**src/rtl/tree_red_pkg.sv**
```systemverilog
package tree_red_pkg;

    localparam int LANES = 16;

    typedef enum logic [1:0] {
        ST_IDLE = 2'd0,
        ST_RUN  = 2'd1,
        ST_FIN  = 2'd2
    } tr_state_e;

endpackage

```
**src/rtl/tree_red_walker.sv**
```systemverilog
// Walks (layer, lower slot) through the reduction tree.
module tree_red_walker #(
    parameter int N  = tree_red_pkg::LANES,
    localparam int IW  = $clog2(N),
    localparam int VLW = $clog2(N + 1),
    localparam int LW  = (IW > 1) ? $clog2(IW) : 1
) (
    input  logic           clk,
    input  logic           rst,
    input  logic           load,
    input  logic [VLW-1:0] vl_in,
    input  logic           adv,
    output logic [IW-1:0]  pos,
    output logic [IW-1:0]  half,
    output logic           last
);
    localparam int WW = IW + 2;

    logic [LW-1:0]  lvl_q;
    logic [IW-1:0]  pos_q;
    logic [VLW-1:0] vl_q;
    logic [WW-1:0]  nxt_lo, nxt_hi, vl_w, span;
    logic           layer_end, top_layer;

    assign half = IW'(1) << lvl_q;
    assign pos  = pos_q;

    always_comb begin
        nxt_lo    = {2'b00, pos_q} + {1'b0, half, 1'b0};
        nxt_hi    = nxt_lo + {2'b00, half};
        vl_w      = WW'(vl_q);
        span      = {1'b0, half, 1'b0};
        layer_end = (nxt_hi >= vl_w);
        top_layer = (span >= vl_w);
        last      = layer_end && top_layer;
    end

    always_ff @(posedge clk) begin
        if (rst) begin
            lvl_q <= '0;
            pos_q <= '0;
            vl_q  <= '0;
        end else if (load) begin
            lvl_q <= '0;
            pos_q <= '0;
            vl_q  <= vl_in;
        end else if (adv) begin
            if (layer_end) begin
                lvl_q <= lvl_q + LW'(1);
                pos_q <= '0;
            end else begin
                pos_q <= nxt_lo[IW-1:0];
            end
        end
    end
endmodule

```
**src/rtl/tree_red_lanes.sv**
```systemverilog
// Per-lane live flags and remembered positions of partial results.
module tree_red_lanes #(
    parameter int N  = tree_red_pkg::LANES,
    localparam int IW  = $clog2(N),
    localparam int VLW = $clog2(N + 1)
) (
    input  logic           clk,
    input  logic           rst,
    input  logic           load,
    input  logic [VLW-1:0] vl_in,
    input  logic [N-1:0]   mask_in,
    input  logic           upd,
    input  logic [IW-1:0]  pos,
    input  logic [IW-1:0]  half,
    output logic           lo_live,
    output logic           hi_live,
    output logic [IW-1:0]  lo_idx,
    output logic [IW-1:0]  hi_idx,
    output logic [IW-1:0]  root_idx
);
    logic [N-1:0]  live_q;
    logic [IW-1:0] where_q [N];
    logic [IW-1:0] hi_pos;

    assign hi_pos   = pos + half;
    assign lo_live  = live_q[pos];
    assign hi_live  = live_q[hi_pos];
    assign lo_idx   = where_q[pos];
    assign hi_idx   = where_q[hi_pos];
    assign root_idx = where_q[0];

    for (genvar k = 0; k < N; k++) begin : g_lane
        localparam logic [VLW-1:0] KV = VLW'(k);
        localparam logic [IW-1:0]  KI = IW'(k);
        logic pull;
        assign pull = upd && !lo_live && hi_live && (pos == KI);

        always_ff @(posedge clk) begin
            if (rst) begin
                live_q[k]  <= 1'b0;
                where_q[k] <= KI;
            end else if (load) begin
                live_q[k]  <= mask_in[k] && (KV < vl_in);
                where_q[k] <= KI;
            end else if (pull) begin
                live_q[k]  <= 1'b1;
                where_q[k] <= hi_idx;
            end
        end
    end
endmodule

```
**src/rtl/tree_red_seq.sv**
```systemverilog
module tree_red_seq #(
    parameter int N  = tree_red_pkg::LANES,
    localparam int IW  = $clog2(N),
    localparam int VLW = $clog2(N + 1)
) (
    input  logic           clk,
    input  logic           rst,
    input  logic           start,
    input  logic [VLW-1:0] vec_len,
    input  logic [N-1:0]   lane_mask,
    output logic           pair_valid,
    input  logic           pair_ready,
    output logic [IW-1:0]  op_a,
    output logic [IW-1:0]  op_b,
    output logic           done,
    output logic [IW-1:0]  result_idx,
    output logic           busy
);
    import tree_red_pkg::*;

    tr_state_e     st_q;
    logic          load, adv, emit, last;
    logic          lo_live, hi_live;
    logic [IW-1:0] pos, half, lo_idx, hi_idx, root_idx;

    assign load = (st_q == ST_IDLE) && start;
    assign emit = (st_q == ST_RUN) && lo_live && hi_live;
    assign adv  = (st_q == ST_RUN) && (!emit || pair_ready);

    tree_red_walker #(.N(N)) u_walk (
        .clk   (clk),
        .rst   (rst),
        .load  (load),
        .vl_in (vec_len),
        .adv   (adv),
        .pos   (pos),
        .half  (half),
        .last  (last)
    );

    tree_red_lanes #(.N(N)) u_lanes (
        .clk      (clk),
        .rst      (rst),
        .load     (load),
        .vl_in    (vec_len),
        .mask_in  (lane_mask),
        .upd      (adv),
        .pos      (pos),
        .half     (half),
        .lo_live  (lo_live),
        .hi_live  (hi_live),
        .lo_idx   (lo_idx),
        .hi_idx   (hi_idx),
        .root_idx (root_idx)
    );

    always_ff @(posedge clk) begin
        if (rst) begin
            st_q <= ST_IDLE;
        end else begin
            unique case (st_q)
                ST_IDLE: if (start) st_q <= (vec_len <= VLW'(1)) ? ST_FIN : ST_RUN;
                ST_RUN:  if (adv && last) st_q <= ST_FIN;
                ST_FIN:  st_q <= ST_IDLE;
                default: st_q <= ST_IDLE;
            endcase
        end
    end

    assign pair_valid = emit;
    assign op_a       = lo_idx;
    assign op_b       = hi_idx;
    assign done       = (st_q == ST_FIN);
    assign result_idx = root_idx;
    assign busy       = (st_q != ST_IDLE);
endmodule

```
**config.mk**
```make
export PLATFORM = sky130hd
export DESIGN_NAME = tree_red_seq
export DESIGN_NICKNAME = d
export VERILOG_FILES = /design/src/rtl/tree_red_pkg.sv /design/src/rtl/tree_red_walker.sv /design/src/rtl/tree_red_lanes.sv /design/src/rtl/tree_red_seq.sv
export SDC_FILE = /design/constraint.sdc
export NUM_CORES = 1
export LEC_CHECK = 0
export CELL_PAD_IN_SITES_DETAIL_PLACEMENT = 1
export CELL_PAD_IN_SITES_GLOBAL_PLACEMENT = 1
export CORE_AREA = 5 5 140 142
export DETAILED_ROUTE_END_ITERATION = 10
export DIE_AREA = 0 0 145 147
export DONT_BUFFER_PORTS = 1
export MAX_ROUTING_LAYER = met4
export PLACE_DENSITY_LB_ADDON = 0.15
export SYNTH_ARGS = -nofsm -noshare
export SYNTH_HDL_FRONTEND = slang
export SYNTH_HIERARCHICAL = 1
export SYNTH_SLANG_ARGS = --single-unit
export TNS_END_PERCENT = 100
```
**constraint.sdc**
```tcl
create_clock -name clk -period 4.4 [get_ports clk]
set_clock_uncertainty 0.2 [all_clocks]
set_input_delay 0.44 -clock clk [delete_from_list [all_inputs] [get_ports clk]]
set_output_delay 0.44 -clock clk [all_outputs]
set_load 0.005 [all_outputs]
```
==> results of run 1 <==
==> flip-flops by register name, indices dropped and copies added, names as in the netlist <==
register	flops
u_lanes/where_q	64
u_walk/pos	3
u_lanes/live_q	16
u_walk/lvl_q	2
u_walk/vl_q	5
st_q	2
==> worst max path at each step <==
stage	end	cells after the start	slack [ns]
finish	u_walk/pos[3]	16	0.20
global route	u_walk/pos[3]	17	0.02
CTS	u_lanes/where_q[6][3]	13	0.0001
detailed placement	u_lanes/where_q[6][0]	13	0.01
global placement	st_q[1]	18	0.12
floorplan	u_lanes/where_q[12][0]	14	-0.04
==> report_power, final <==
part | internal, uW | switching, uW | total, uW
combinational | 301 | 473 | 774
sequential | 986 | 41.6 | 1030
clock | 447 | 356 | 803
total | 1730 | 871 | 2600
==> timing repair <==
action / in CTS / in global routing
endpoints found under the setup margin: 0 / 48
hold endpoints to repair: 12 / 0
hold buffers: 1 / 0
buffers inserted: 0 / 2
resized for setup: 0 / 11
==> critical path: cells and delay by family (launching register included) <==
| kind | cells | cell delay, ns |
|---|---|---|
| flip-flops | 1 | 0.32 |
| AND/OR/NAND/NOR | 4 | 0.67 |
| AO/OA/AOI/OAI | 4 | 1.16 |
| buffers and inverters | 2 | 0.34 |
| adder cells (fa/ha/maj) | 4 | 1.18 |
| XOR/XNOR | 2 | 0.27 |
==> final cells by class <==
type | count | area (um2)
fillers | 2032 | 11400
multi-input cells | 409 | 3530
flip-flops and latches | 92 | 2480
well taps | 234 | 293
repair buffers | 33 | 250
clock buffers | 10 | 229
clock inverters | 6 | 71.3
inverters | 18 | 67.6
diodes | 1 | 2.50
==> stage by stage <==
| stage | worst slack, ns | hold WS (ns) | total power [uW] |
|---|---|---|---|
| global placement | 0.116 | 0.283 | 1790 |
| floorplan | -0.0351 | 0.251 | 1570 |
| CTS | 0.000146 | 0.0254 | 2610 |
| global route | 0.0249 | 0.0308 | 2730 |
| finish | 0.197 | 0.0349 | 2600 |
| detailed placement | 0.0144 | 0.284 | 1800 |
==> Yosys cell counts, types with 5 or more instances <==
| cell | instances | area (um2) |
|---|---|---|
| ha_1 | 21 | 263 |
| a21oi_1 | 17 | 85.1 |
| o31ai_1 | 6 | 45.0 |
| nand2_1 | 36 | 135 |
| o21ai_0 | 25 | 125 |
| o21bai_1 | 5 | 37.5 |
| nand4_1 | 5 | 31.3 |
| nand3b_1 | 9 | 67.6 |
| or3_1 | 5 | 31.3 |
| o211ai_1 | 7 | 52.6 |
| nand3_1 | 23 | 115 |
| nor4_1 | 11 | 68.8 |
| mux4_2 | 38 | 856 |
| dfxtp_1 | 28 | 561 |
| clkbuf_1 | 19 | 71.3 |
| nor3_2 | 11 | 110 |
| nor2b_1 | 12 | 75.1 |
| nor3_1 | 18 | 90.1 |
| inv_1 | 18 | 67.6 |
| buf_2 | 6 | 30.0 |
| a32oi_1 | 5 | 43.8 |
| mux2i_1 | 23 | 230 |
| edfxtp_1 | 64 | 1920 |
| a221o_1 | 5 | 50.1 |
| nor2_1 | 37 | 139 |
| a31oi_1 | 6 | 37.5 |
| nand2b_1 | 12 | 75.1 |
==> routing by layer <==
layer | vias up | GRT usage, % | part of all wire (%)
li1 | 2192 | - | -
met1 | 2454 | 24.8 | 44
met2 | 119 | 32.4 | 50
met3 | 21 | 3.86 | 5.1
met4 | 0 | 4.94 | 1.4
met5 | - | - | 0
==> cells in the final DEF, fill, tap and decap left out, types with 18 or more instances in the layout <==
| master | synthesis | final |
|---|---|---|
| dfxtp_1 | 28 | 27 |
| edfxtp_1 | 64 | 64 |
| mux4_2 | 38 | 38 |
| inv_1 | 18 | 18 |
| nor3_1 | 18 | 18 |
| nand2_1 | 36 | 36 |
| mux2i_1 | 23 | 23 |
| o21ai_0 | 25 | 23 |
| nor2_1 | 37 | 36 |
| nand3_1 | 23 | 23 |
| ha_1 | 21 | 20 |
| buf_4 | 2 | 32 |
==> cell families after synthesis <==
kind of cell / synth area share (%)
other cells: 0.0602
flops: 39.9
buf+inv: 4.28
mux: 20.1
compound gates: 12.5
xor+xnor: 1.39
simple gates: 17.3
fa+ha+maj: 4.54
==> impl_metrics.csv, run 1 <==
group,metric,value,unit
clock_network,numCtsBuffers,9,
setup_path,crit_type,"flip-flop to flip-flop",
setup_path,cp.required,4.49,ns
yosys,synth_edf_count,64,
global_route,antenna_found_initial,1,
final_layout,fin_util,37.8,%
timing,maxSlewViolCount,0,
setup_path,cp-end-kind,"flip-flop",
setup_path,rrSetupSlack,0.20,ns
setup_path,worstReg2RegStart,"u_walk/lvl_q[0]",
timing,final.setup.tns,0,ns
min_path,hold_class,"input port to flip-flop",
floorplanning,die_w,145,um
yosys,ys_seq_elements,92,
placement,portBuffers,0,
power,powerDensity,376,mW/mm2
floorplanning,start_util,34.0,%
clock_network,insertion_delay,0.36,ns
global_route,grtUsageTotal,19.6,%
min_path,hold_start,"vec_len[1]",
final_layout,area_growth,11.3,%
clock_network,cts_tree,"done",
final_layout,fin_area,0.00693,mm2
clock_network,path_clk_slew,0.07,ns
setup_path,cp_common_cell,"ha_1",
floorplanning,io_pins,40,
power,cellLeakagePower,0.00231,uW
power,ir_drop,0.290,mV
setup_path,path_max_fanout,5,
setup_path,reg2reg_depth,16,
route,firstDrtPassIters,5,
yosys,synth_warnings,6,
yosys,netlist_area,0.00623,mm2
route,via_count,4786,
timing,grt_setup_unrepaired,"false",
yosys,yosysUniqueCellTypes,72,
floorplanning,die_y,147,um
route,viasPerCell,5.96,
clock_network,root_buffer,"clkbuf_16",
setup_path,critPathLaunchType,"flip-flop",
timing,finalHoldViolCount,0,
timing,setup_viol,0,
route,wl,20400,um
timing,slew-limit-headroom,38.0,%
clock_network,cts_htree_levels,3,
global_route,grt_pass1_vias,5078,
placement,hpwl,15700,um
min_path,worstHoldPathCells,2,
yosys,synth_nets,602,
timing,max_freq,238,MHz
setup_path,path_cells,"buf_4, ha_1, buf_4, xor2_1, ha_1, ha_1, a31o_4, a21oi_4, nand2b_1, nand2_1, xnor2_1, ha_1, or2_2, a32o_1, o32a_1, nor3_2",
yosys,synthArstFlopShare,0,%
final_layout,final_cells,803,
yosys,synth_area_per_cell,11.2,um2
min_path,whs_endpoint,"u_walk/vl_q[1]",
final_layout,drive_gt1_share,21.8,%
setup_path,crit_start,"u_walk/lvl_q[0]",
route,route.detailed.drc,0,
placement,gp_congestion,0.849,
job,max_cap_viol_count,0,
placement,dpl_cell_area,0.00656,mm2
clock_network,clkSinkCount,92,
global_route,grt_overflow,0,
yosys,synthCells,555,
global_route,grt_max_degree,27,
timing,tightest_slew,0.922,ns
placement,dp_cells,783,
route,post_drt_wl_per_cell,25.4,um
setup_path,arrival,4.29,ns
floorplanning,num_rows,50,
floorplanning,coreArea,0.0183,mm2
route,initialDrtViolationCount,358,
clock_network,cts_max_path_buffers,2,
timing,final.min_clock_period,4.20,ns
timing,min_period_over_period,95.5,%
setup_path,cp_slowest_cell,"o32a_1",
setup_path,regToRegEndpoint,"u_walk/pos[3]",
global_route,grt_pass1_wl,31200,um
route,antenna_left,0,
final_layout,final_net_count,610,
setup_path,cpPeakStageDelay,0.37,ns
yosys,ys.flop_type,"edfxtp_1",
yosys,seq_area_frac_synth,39.9,%
floorplanning,die_area,0.0213,mm2
run_status,outcome,"finished clean",
No activity file was read; power rests on OpenSTA's default activity.
==> run 2, diff against run 1 <==
--- a/config.mk
+++ b/config.mk
@@ -8,6 +8,7 @@
 export CELL_PAD_IN_SITES_DETAIL_PLACEMENT = 1
 export CELL_PAD_IN_SITES_GLOBAL_PLACEMENT = 1
 export CORE_AREA = 5 5 140 142
+export CTS_BUF_LIST = sky130_fd_sc_hd__clkbuf_8
 export DETAILED_ROUTE_END_ITERATION = 10
 export DIE_AREA = 0 0 145 147
 export DONT_BUFFER_PORTS = 1
==> impl_metrics.csv, run 2 (synthesis results as in run 1) <==
group,metric,value,unit
setup_path,cp-end-kind,"flip-flop",
route,post_drt_wl_per_cell,25.4,um
global_route,grt_max_degree,27,
timing,maxSlewViolCount,0,
clock_network,clkSinkCount,92,
route,viasPerCell,5.94,
placement,hpwl,15700,um
route,route.detailed.drc,0,
final_layout,drive_gt1_share,21.6,%
global_route,grtUsageTotal,19.6,%
clock_network,cts_htree_levels,3,
floorplanning,start_util,34.0,%
timing,final.min_clock_period,4.21,ns
timing,slew-limit-headroom,35.8,%
timing,grt_setup_unrepaired,"false",
floorplanning,die_y,147,um
final_layout,final_net_count,615,
setup_path,critPathLaunchType,"flip-flop",
final_layout,top_regs,"u_lanes/where_q x64, u_lanes/live_q x16, u_walk/vl_q x5",
placement,gp_congestion,0.849,
clock_network,cts_tree,"done",
floorplanning,die_area,0.0213,mm2
final_layout,fill_cells,2038,
global_route,grt_overflow,0,
clock_network,insertion_delay,0.39,ns
min_path,hold_class,"input port to flip-flop",
final_layout,largest_register_ffs,64,
power,ir_drop,0.350,mV
timing,min_period_over_period,95.6,%
floorplanning,coreArea,0.0183,mm2
global_route,grt_pass1_vias,5057,
route,firstDrtPassIters,4,
clock_network,numCtsBuffers,9,
final_layout,fin_util,37.5,%
timing,post-route-worst-setup-slack,0.191,ns
timing,max_freq,238,MHz
final_layout,final_common_cell,"edfxtp_1",
power,cellLeakagePower,0.00229,uW
setup_path,cp.required,4.52,ns
final_layout,layout_common_cells,"64 x edfxtp_1, 38 x mux4_2, 36 x nand2_1, 36 x nor2_1, 32 x buf_4",
route,initialDrtViolationCount,384,
timing,finalHoldViolCount,0,
timing,tightest_slew,0.956,ns
route,wl,20500,um
timing,setup_viol,0,
global_route,grt_pass1_wl,31300,um
job,max_cap_viol_count,0,
timing,whs,0.0211,ns
setup_path,arrival,4.33,ns
floorplanning,die_w,145,um
clock_network,cts_max_path_buffers,2,
route,via_count,4800,
power,powerDensity,350,mW/mm2
global_route,antenna_found_initial,1,
clock_network,root_buffer,"clkbuf_8",
final_layout,top_register,"u_lanes/where_q",
final_layout,multi_input_area,0.00353,mm2
run_status,outcome,"finished clean",
setup_path,path_max_fanout,5,
clock_network,path_clk_slew,0.10,ns
final_layout,area_growth,10.5,%
timing,final.setup.tns,0,ns
final_layout,register_area,0.00248,mm2
placement,portBuffers,0,
floorplanning,io_pins,40,
floorplanning,num_rows,50,
placement,pre_cts_slack,0.0144,ns
route,antenna_left,0,
setup_path,crit_type,"flip-flop to flip-flop",
## run 2: final cells by class
cell class | instances | share of cell area (%)
Multi-Input combinational cell | 409 | 51.3
Sequential cell | 92 | 36.1
Timing Repair Buffer | 38 | 4.37
Tap cell | 234 | 4.26
Clock buffer | 9 | 1.80
Clock inverter | 7 | 1.09
Inverter | 18 | 0.983
Antenna cell | 1 | 0.0364
## run 2: path summary, 6_finish.rpt
path	from	endpoint	slack, ns	cells past startpoint
setup / recovery	u_walk/lvl_q[0]	u_walk/pos[3]	0.19	16
hold reg to reg	u_walk/vl_q[1]	u_walk/vl_q[1]	0.30	2
hold / removal	lane_mask[4]	u_lanes/live_q[4]	0.02	2
setup reg to reg	u_walk/lvl_q[0]	u_walk/pos[3]	0.19	16
## run 2: per-stage QoR
step                      total power [uW]  area, um2  instances
after floorplan                       1570       6240        555
after global placement                1790       6560        783
after detailed placement              1800       6560        783
after CTS                             2410       6820        805
after global routing                  2520       6880        808
final                                 2410       6880        808
## run 2: routing by layer
metal / part of all wire, % / track usage, % / wire length (um) / vias to the layer above
met3: 4.7 / 3.79 / 970 / 20
met2: 50 / 32.4 / 10300 / 125
met1: 44 / 25.2 / 9020 / 2460
met4: 1.4 / 4.47 / 278 / 0
met5: 0 / - / 0 / -
li1: - / - / - / 2195
## run 2: worst max-delay path: stages (launching register included)
cell      delay (ns)
dfxtp_1         0.34
buf_4           0.15
ha_1            0.25
buf_4           0.18
xor2_1          0.15
ha_1            0.33
ha_1            0.35
a31o_4          0.28
a21oi_4         0.21
nand2b_1        0.14
nand2_1         0.10
xnor2_1         0.12
ha_1            0.24
or2_2           0.33
a32o_1          0.30
o32a_1          0.37
nor3_2          0.10
## run 2: timing repair
| action | 4_1_cts | 5_1_grt |
|---|---|---|
| hold buffers | 6 | 0 |
| hold endpoints to repair | 17 | 0 |
| resized for setup | 1 | 10 |
| setup endpoints to repair | 4 | 50 |
| buffers inserted | 0 | 2 |
| pin swaps | 0 | 1 |
## run 2: where the power goes
group	switching [uW]	total (uW)	leakage, uW	internal [uW]
clock	337	604	0.000105	267
sequential	41.5	1030	0.000808	985
combinational	475	779	0.00138	304
total	854	2410	0.00229	1560
